### config.mk
export PLATFORM = sky130hd
export DESIGN_NAME = uart_gap_tx
export DESIGN_NICKNAME = d
export VERILOG_FILES = /design/src/rtl/uart_gap_pkg.sv /design/src/rtl/txg_parity.sv /design/src/rtl/txg_frame.sv /design/src/rtl/txg_line_ctl.sv /design/src/rtl/uart_gap_tx.sv
export SDC_FILE = /design/constraint.sdc
export NUM_CORES = 1
export LEC_CHECK = 0
export BUFFER_PORTS_ARGS = -buffer_cell sky130_fd_sc_hd__buf_2
export CORE_MARGIN = 3
export CORE_UTILIZATION = 50
export DETAILED_ROUTE_END_ITERATION = 6
export PLACE_DENSITY_LB_ADDON = 0.15
export SLEW_MARGIN = 20
export SYNTH_ARGS = -nofsm -noshare
export SYNTH_HDL_FRONTEND = slang
export SYNTH_SLANG_ARGS = --single-unit
### constraint.sdc
create_clock -name clk -period 3.44 [get_ports clk]
set_input_delay 0.344 -clock clk [delete_from_list [all_inputs] [get_ports clk]]
set_output_delay 0.344 -clock clk [all_outputs]
set_load 0.01 [all_outputs]
### src/rtl/uart_gap_pkg.sv
package uart_gap_pkg;

  typedef enum logic [2:0] {
    ST_IDLE   = 3'd0,
    ST_START  = 3'd1,
    ST_DATA   = 3'd2,
    ST_PARITY = 3'd3,
    ST_STOP   = 3'd4,
    ST_GAP    = 3'd5
  } tx_state_e;

  // Direction output modes; the two upper codes are the active ones.
  typedef enum logic [1:0] {
    DIR_OFF   = 2'b00,
    DIR_RSV   = 2'b01,
    DIR_HI_RX = 2'b10,
    DIR_HI_TX = 2'b11
  } dir_mode_e;

endpackage

### src/rtl/txg_parity.sv
module txg_parity #(
  parameter int MAX_BITS = 8
) (
  input  logic [MAX_BITS-1:0] data,
  input  logic [1:0]          len,
  input  logic                even_sel,
  input  logic                force_sel,
  output logic                par_bit
);
  localparam int MIN_BITS = MAX_BITS - 3;

  logic [MAX_BITS-1:0] used;

  // Keep only the bits that belong to the selected character length.
  for (genvar i = 0; i < MAX_BITS; i++) begin : g_mask
    if (i < MIN_BITS) begin : g_always
      assign used[i] = data[i];
    end else begin : g_opt
      assign used[i] = data[i] & (32'(len) >= 32'(i - MIN_BITS + 1));
    end
  end

  always_comb begin
    if (force_sel)     par_bit = ~even_sel;
    else if (even_sel) par_bit = ^used;
    else               par_bit = ~(^used);
  end
endmodule

### src/rtl/txg_frame.sv
module txg_frame
  import uart_gap_pkg::*;
#(
  parameter int OVS      = 16,
  parameter int MAX_BITS = 8,
  parameter int GAP_W    = 8
) (
  input  logic                clk,
  input  logic                rst,
  input  logic                tick,
  input  logic                in_valid,
  input  logic [MAX_BITS-1:0] in_data,
  input  logic [1:0]          len,
  input  logic                par_en,
  input  logic                par_bit,
  input  logic                stop_ext,
  input  logic [GAP_W-1:0]    gap,
  output logic                in_ready,
  output logic                accept,
  output logic                active,
  output logic                line
);
  localparam int MIN_BITS = MAX_BITS - 3;
  localparam int IW       = $clog2(MAX_BITS);
  localparam int CW       = GAP_W + $clog2(OVS) + 1;
  localparam logic [CW-1:0] BIT_LIM  = CW'(OVS);
  localparam logic [CW-1:0] HALF_LIM = CW'((OVS * 3) / 2);
  localparam logic [CW-1:0] TWO_LIM  = CW'(OVS * 2);

  tx_state_e           state_q, state_d;
  logic [CW-1:0]       cnt_q, lim_c;
  logic [CW-1:0]       stop_lim_q, gap_lim_q;
  logic                gap_zero_q;
  logic [MAX_BITS-1:0] sh_q;
  logic [IW-1:0]       idx_q, last_q;
  logic                par_q, par_en_q, rdy_q;
  logic                bit_end;

  assign in_ready = rdy_q;
  assign accept   = in_valid & rdy_q;
  assign active   = (state_q != ST_IDLE);

  always_comb begin
    case (state_q)
      ST_STOP: lim_c = stop_lim_q;
      ST_GAP:  lim_c = gap_lim_q;
      default: lim_c = BIT_LIM;
    endcase
  end

  assign bit_end = tick & (cnt_q == lim_c - CW'(1));

  always_comb begin
    state_d = state_q;
    case (state_q)
      ST_IDLE:   if (accept) state_d = ST_START;
      ST_START:  if (bit_end) state_d = ST_DATA;
      ST_DATA:   if (bit_end && idx_q == last_q)
                   state_d = par_en_q ? ST_PARITY : ST_STOP;
      ST_PARITY: if (bit_end) state_d = ST_STOP;
      ST_STOP:   if (bit_end) state_d = gap_zero_q ? ST_IDLE : ST_GAP;
      ST_GAP:    if (bit_end) state_d = ST_IDLE;
      default:   state_d = ST_IDLE;
    endcase
  end

  always_comb begin
    case (state_q)
      ST_START:  line = 1'b0;
      ST_DATA:   line = sh_q[0];
      ST_PARITY: line = par_q;
      default:   line = 1'b1;
    endcase
  end

  always_ff @(posedge clk) begin
    if (rst) begin
      state_q    <= ST_IDLE;
      cnt_q      <= '0;
      stop_lim_q <= BIT_LIM;
      gap_lim_q  <= '0;
      gap_zero_q <= 1'b1;
      sh_q       <= '0;
      idx_q      <= '0;
      last_q     <= '0;
      par_q      <= 1'b0;
      par_en_q   <= 1'b0;
      rdy_q      <= 1'b0;
    end else begin
      state_q <= state_d;
      rdy_q   <= (state_d == ST_IDLE);

      if (state_q == ST_IDLE)  cnt_q <= '0;
      else if (bit_end)        cnt_q <= '0;
      else if (tick)           cnt_q <= cnt_q + CW'(1);

      if (accept) begin
        sh_q       <= in_data;
        idx_q      <= '0;
        last_q     <= IW'(MIN_BITS - 1) + IW'(len);
        par_q      <= par_bit;
        par_en_q   <= par_en;
        gap_lim_q  <= CW'(gap) * BIT_LIM;
        gap_zero_q <= (gap == '0);
        if (!stop_ext)          stop_lim_q <= BIT_LIM;
        else if (len == 2'd0)   stop_lim_q <= HALF_LIM;
        else                    stop_lim_q <= TWO_LIM;
      end else if (state_q == ST_DATA && bit_end) begin
        sh_q  <= sh_q >> 1;
        idx_q <= idx_q + IW'(1);
      end
    end
  end

  // an accepted byte closes the handshake on the next clock
  assert_ready_drop_R2: assert property (@(posedge clk) disable iff (rst)
    accept |=> !in_ready);

  // the data index never runs past the selected length
  assert_index_range_R3: assert property (@(posedge clk) disable iff (rst)
    (state_q == ST_DATA) |-> (idx_q <= last_q));

  // the tick timer stays inside the current period limit
  assert_timer_range_R7: assert property (@(posedge clk) disable iff (rst)
    active |-> (cnt_q < lim_c));
endmodule

### src/rtl/txg_line_ctl.sv
module txg_line_ctl
  import uart_gap_pkg::*;
(
  input  logic       clk,
  input  logic       rst,
  input  logic       line,
  input  logic       brk,
  input  logic       accept,
  input  logic       active,
  input  logic       in_valid,
  input  logic [1:0] dir_mode,
  input  logic       rts_auto,
  input  logic       rts_man,
  input  logic       rts_hi,
  output logic       txd,
  output logic       dir,
  output logic       rts
);
  logic busy, rts_req;

  assign busy    = active | accept;
  assign rts_req = rts_auto ? (in_valid | active) : rts_man;

  always_ff @(posedge clk) begin
    if (rst) begin
      txd <= 1'b1;
      dir <= 1'b0;
      rts <= 1'b1;
    end else begin
      txd <= brk ? 1'b0 : line;
      case (dir_mode)
        DIR_HI_TX: dir <= busy;
        DIR_HI_RX: dir <= ~busy;
        default:   dir <= 1'b0;
      endcase
      rts <= rts_hi ? rts_req : ~rts_req;
    end
  end

  // break forces the line low one clock later
  assert_break_low_R8: assert property (@(posedge clk) disable iff (rst)
    brk |=> !txd);

  // a low line outside break always has the transmit direction set
  assert_dir_early_R10: assert property (@(posedge clk) disable iff (rst)
    (!txd && !$past(brk) && $past(dir_mode) == DIR_HI_TX) |-> dir);

  // disabled mode keeps the direction output low
  assert_dir_off_R9: assert property (@(posedge clk) disable iff (rst)
    ($past(dir_mode) == DIR_OFF) |-> !dir);

  // automatic RTS reacts to a waiting byte at the programmed level
  assert_rts_auto_R11: assert property (@(posedge clk) disable iff (rst)
    (rts_auto && in_valid) |=> (rts == $past(rts_hi)));
endmodule

### src/rtl/uart_gap_tx.sv
module uart_gap_tx #(
  parameter int OVS      = 16,
  parameter int MAX_BITS = 8,
  parameter int GAP_W    = 8
) (
  input  logic                clk,
  input  logic                rst,
  input  logic                tick,
  input  logic                in_valid,
  output logic                in_ready,
  input  logic [MAX_BITS-1:0] in_data,
  input  logic [1:0]          cfg_len,
  input  logic                cfg_par_en,
  input  logic                cfg_par_even,
  input  logic                cfg_par_force,
  input  logic                cfg_stop_ext,
  input  logic [GAP_W-1:0]    cfg_gap,
  input  logic                cfg_brk,
  input  logic [1:0]          cfg_dir_mode,
  input  logic                cfg_rts_auto,
  input  logic                cfg_rts_man,
  input  logic                cfg_rts_hi,
  output logic                txd,
  output logic                dir,
  output logic                rts
);
  logic par_bit, accept, active, line;

  txg_parity #(.MAX_BITS(MAX_BITS)) u_par (
    .data      (in_data),
    .len       (cfg_len),
    .even_sel  (cfg_par_even),
    .force_sel (cfg_par_force),
    .par_bit   (par_bit)
  );

  txg_frame #(.OVS(OVS), .MAX_BITS(MAX_BITS), .GAP_W(GAP_W)) u_frame (
    .clk      (clk),
    .rst      (rst),
    .tick     (tick),
    .in_valid (in_valid),
    .in_data  (in_data),
    .len      (cfg_len),
    .par_en   (cfg_par_en),
    .par_bit  (par_bit),
    .stop_ext (cfg_stop_ext),
    .gap      (cfg_gap),
    .in_ready (in_ready),
    .accept   (accept),
    .active   (active),
    .line     (line)
  );

  txg_line_ctl u_line (
    .clk      (clk),
    .rst      (rst),
    .line     (line),
    .brk      (cfg_brk),
    .accept   (accept),
    .active   (active),
    .in_valid (in_valid),
    .dir_mode (cfg_dir_mode),
    .rts_auto (cfg_rts_auto),
    .rts_man  (cfg_rts_man),
    .rts_hi   (cfg_rts_hi),
    .txd      (txd),
    .dir      (dir),
    .rts      (rts)
  );
endmodule

==> run metrics <==
status=finished clean; hold path cells=2; H-tree depth=2; top post-synthesis cells by area=dfxtp_1 35%, nand2_1 6.6%, a21oi_1 5.9%; Buffers on Ports=35; Mean Syn Cell Area=8.02 µm²; Top FF cell, synth=dfxtp_1; final net count=398; routed length per instance=13.1 µm; pins over their slew limit=0; Vias/cell=5.43; Worst Max-Slew Pin Slew=0.916 ns; hpwl dp=4.35 mm; Num CTS Buffers=5; synthesized flop and latch total=48; # resized after CTS=0; fmax=312 MHz; first-pass GRT wire length=9.82 mm; Area Overhead vs Synth=11.7%; Worst Hold End=u_line.txd$_SDFF_PP1_; Pint=0.895 mW; Area after DPL=0.00292 mm²; Comb power frac=11.4%; flop-to-flop setup slack=0.23 ns; critical path capture point type=flip-flop; CTS root buffer=clkbuf_8; RSZ-0062 raised after global routing=false; clock sinks=48; routability cong.=0.869; num rows=26; Worst Clk Skew=0.00904 ns; syn nets=375; IO Pins=36; setup tns final=0 ns; Filler cells=498; total wire length=5.69 mm; Iteration-0 DRC Markers=100; Cell Area, Synth=0.00273 mm²; Final setup viols=0; final period utilization=93.2%; FFs w/ async S/R, synth=0%; Die H=79.8 µm; Hold/Removal Path Class=in -> reg; Core ar.=0.00520 mm²; fin cells=434; post-route ant nets=0; TritonRoute pass-1 iters=4; detailed-route via count=2356; Setup Fix Bufs, Post-CTS=0; register area share after synthesis=35.3%; Post-route DRC=0; commonest cells in the netlist=48 x dfxtp_1, 48 x nand2_1, 32 x a21oi_1; Placed Cells=426; Worst Path Arrival=3.39 ns; crit path max fanout=13; Yosys top cell area share=35.3%; Switching Power=0.280 mW; R2R cell count=10; clock-pin slew on the worst setup and hold paths=0.09 ns; number of max-cap violations=0; Required @ worst endpoint=3.62 ns; Starting Density=52.4%; Leakage Power=1.17 nW; Post-synth EDFFs=0; Worst-Skew Late Latency=0.30 ns; Die ar.=0.00637 mm²; Total GRT Usage=19.2%; fin util=58.5%; post-route cell area=0.00304 mm²; Worst setup SP type=flip-flop; Slew HR=38.8%; vias in the first global route=2130; synth warn=0; PD cells=386 mW/mm²; Worst Setup Path Type=reg -> reg; Clock Power Share=37.7%; Synth area leader=dfxtp_1; Flop pwr share=50.9%; Clock Tree Buf Depth=2; HP Start=cfg_brk; cells after synthesis=340; Hold Buf Count CTS=0; sw frac=23.8%; # diodes=0; Fin. Hold Viols=0; VDD IR-drop max=0.000242 V; largest net degree at the start of global routing=33; reg-to-reg endpoint=u_frame.cnt_q[9]$_SDFFE_PP0P_; CTS tree=yes; grt total ovfl=0; reg2reg start=u_frame.state_q[0]$_SDFF_PP0_; Period minus WS final=3.21 ns; share of cells above drive strength 1=15.4%; Die Wd=79.8 µm; initial antenna violation count=0; Netlist cell types=56
## how the worst max path moves through the flow
stage / start / to / slack, ns / depth (start not counted)
CTS: u_frame.state_q[0]$_SDFF_PP0_ / u_frame.cnt_q[9]$_SDFFE_PP0P_ / 0.24 / 10
detailed placement: u_frame.state_q[0]$_SDFF_PP0_ / u_frame.cnt_q[10]$_SDFFE_PP0P_ / 0.24 / 10
finish: u_frame.state_q[0]$_SDFF_PP0_ / u_frame.cnt_q[9]$_SDFFE_PP0P_ / 0.23 / 10
floorplan: u_frame.state_q[0]$_SDFF_PP0_ / u_frame.in_ready$_SDFF_PP0_ / 0.38 / 12
global placement: u_frame.state_q[0]$_SDFF_PP0_ / u_frame.cnt_q[6]$_SDFFE_PP0P_ / 0.36 / 10
global route: u_frame.state_q[0]$_SDFF_PP0_ / u_frame.cnt_q[3]$_SDFFE_PP0P_ / 0.0005 / 10
## logic make-up (layout without fill, tap and decap cells)
logic type | Yosys count | count (layout) | synth area share, %
adder cells (fa/ha/maj) | 3 | 3 | 1.38
AND/OR/NAND/NOR | 141 | 141 | 26.8
XOR/XNOR | 31 | 31 | 9.96
multiplexers | 11 | 11 | 4.09
flip-flops | 48 | 48 | 35.3
buffers and inverters | 30 | 54 | 4.68
AO/OA/AOI/OAI | 76 | 76 | 17.9
## power by group through the flow
stage	sequential (mW)	combinational, mW	clock (mW)
6_report	0.598	0.134	0.443
5_1_grt	0.602	0.155	0.470
4_1_cts	0.598	0.135	0.451
3_5_place_dp	0.611	0.135	0
3_3_place_gp	0.611	0.133	0
2_1_floorplan	0.603	0.0983	0
## critical path, cell delays in order (launching register included)
cell and delay (ns):
dfxtp_1 0.42, or2_2 0.32, a21oi_1 0.17, ha_1 0.30, nor3_1 0.10, or3b_1 0.35, a311o_1 0.41, a211oi_4 0.29
and3_1 0.24, or3_1 0.38, nor2_1 0.10
## metal layers
metal | share of wire, % | track usage, % | wire length, µm
met2 | 45 | 30.9 | 2570
met5 | 0 | 0 | 0
met4 | 1.4 | 6.08 | 80
met3 | 4.6 | 3.16 | 264
met1 | 49 | 26.2 | 2770
## placed cells by master, fill, tap and decap left out, drive strengths merged, types with 2 or more instances in the layout
cell	Yosys	layout
nand3b	2	2
inv	7	7
a31oi	4	4
a41oi	3	3
nor2	25	25
ha	3	3
a21oi	33	33
xnor2	18	18
or2	2	2
and3	8	8
nand2b	2	2
and2	3	3
o211a	2	2
nor4	3	3
nand2	48	48
or3	5	5
clkbuf	16	7
a211oi	4	4
xor2	13	13
o21ai	17	17
nand4	3	3
dfxtp	48	48
nand3	12	12
nor4bb	2	2
mux2i	10	10
and4	2	2
o211ai	3	3
nor3	14	14
buf	7	39
nand4b	2	2
## stage by stage
step                hold slack [ns]  worst slack [ns]  total power [mW]
floorplan                     0.431             0.383             0.702
global placement              0.445             0.359             0.744
detailed placement            0.448             0.237             0.746
CTS                           0.222             0.235              1.18
global route                  0.227          0.000459              1.23
finish                        0.231             0.233              1.17
## sequential cells by signal, summed over array words and instances (netlist names)
register / cells
u_frame.cnt_q: 13
u_frame.gap_lim_q: 8
u_frame.sh_q: 8
u_frame.idx_q: 3
u_frame.last_q: 3
u_frame.state_q: 3
u_frame.stop_lim_q: 3
u_frame.gap_zero_q: 1
u_frame.in_ready: 1
u_frame.par_en_q: 1
u_frame.par_q: 1
u_line.dir: 1
u_line.rts: 1
u_line.txd: 1
## layout make-up
cell class	instances	area [µm²]	share of cell area, %
inverters	7	26.3	0.863
flip-flops and latches	48	961	31.6
clock inverters	1	30.0	0.987
multi-input cells	262	1640	53.8
well taps	70	87.6	2.88
clock buffers	7	96.3	3.17
repair buffers	39	205	6.74
(Power assumes the default switching activity.)
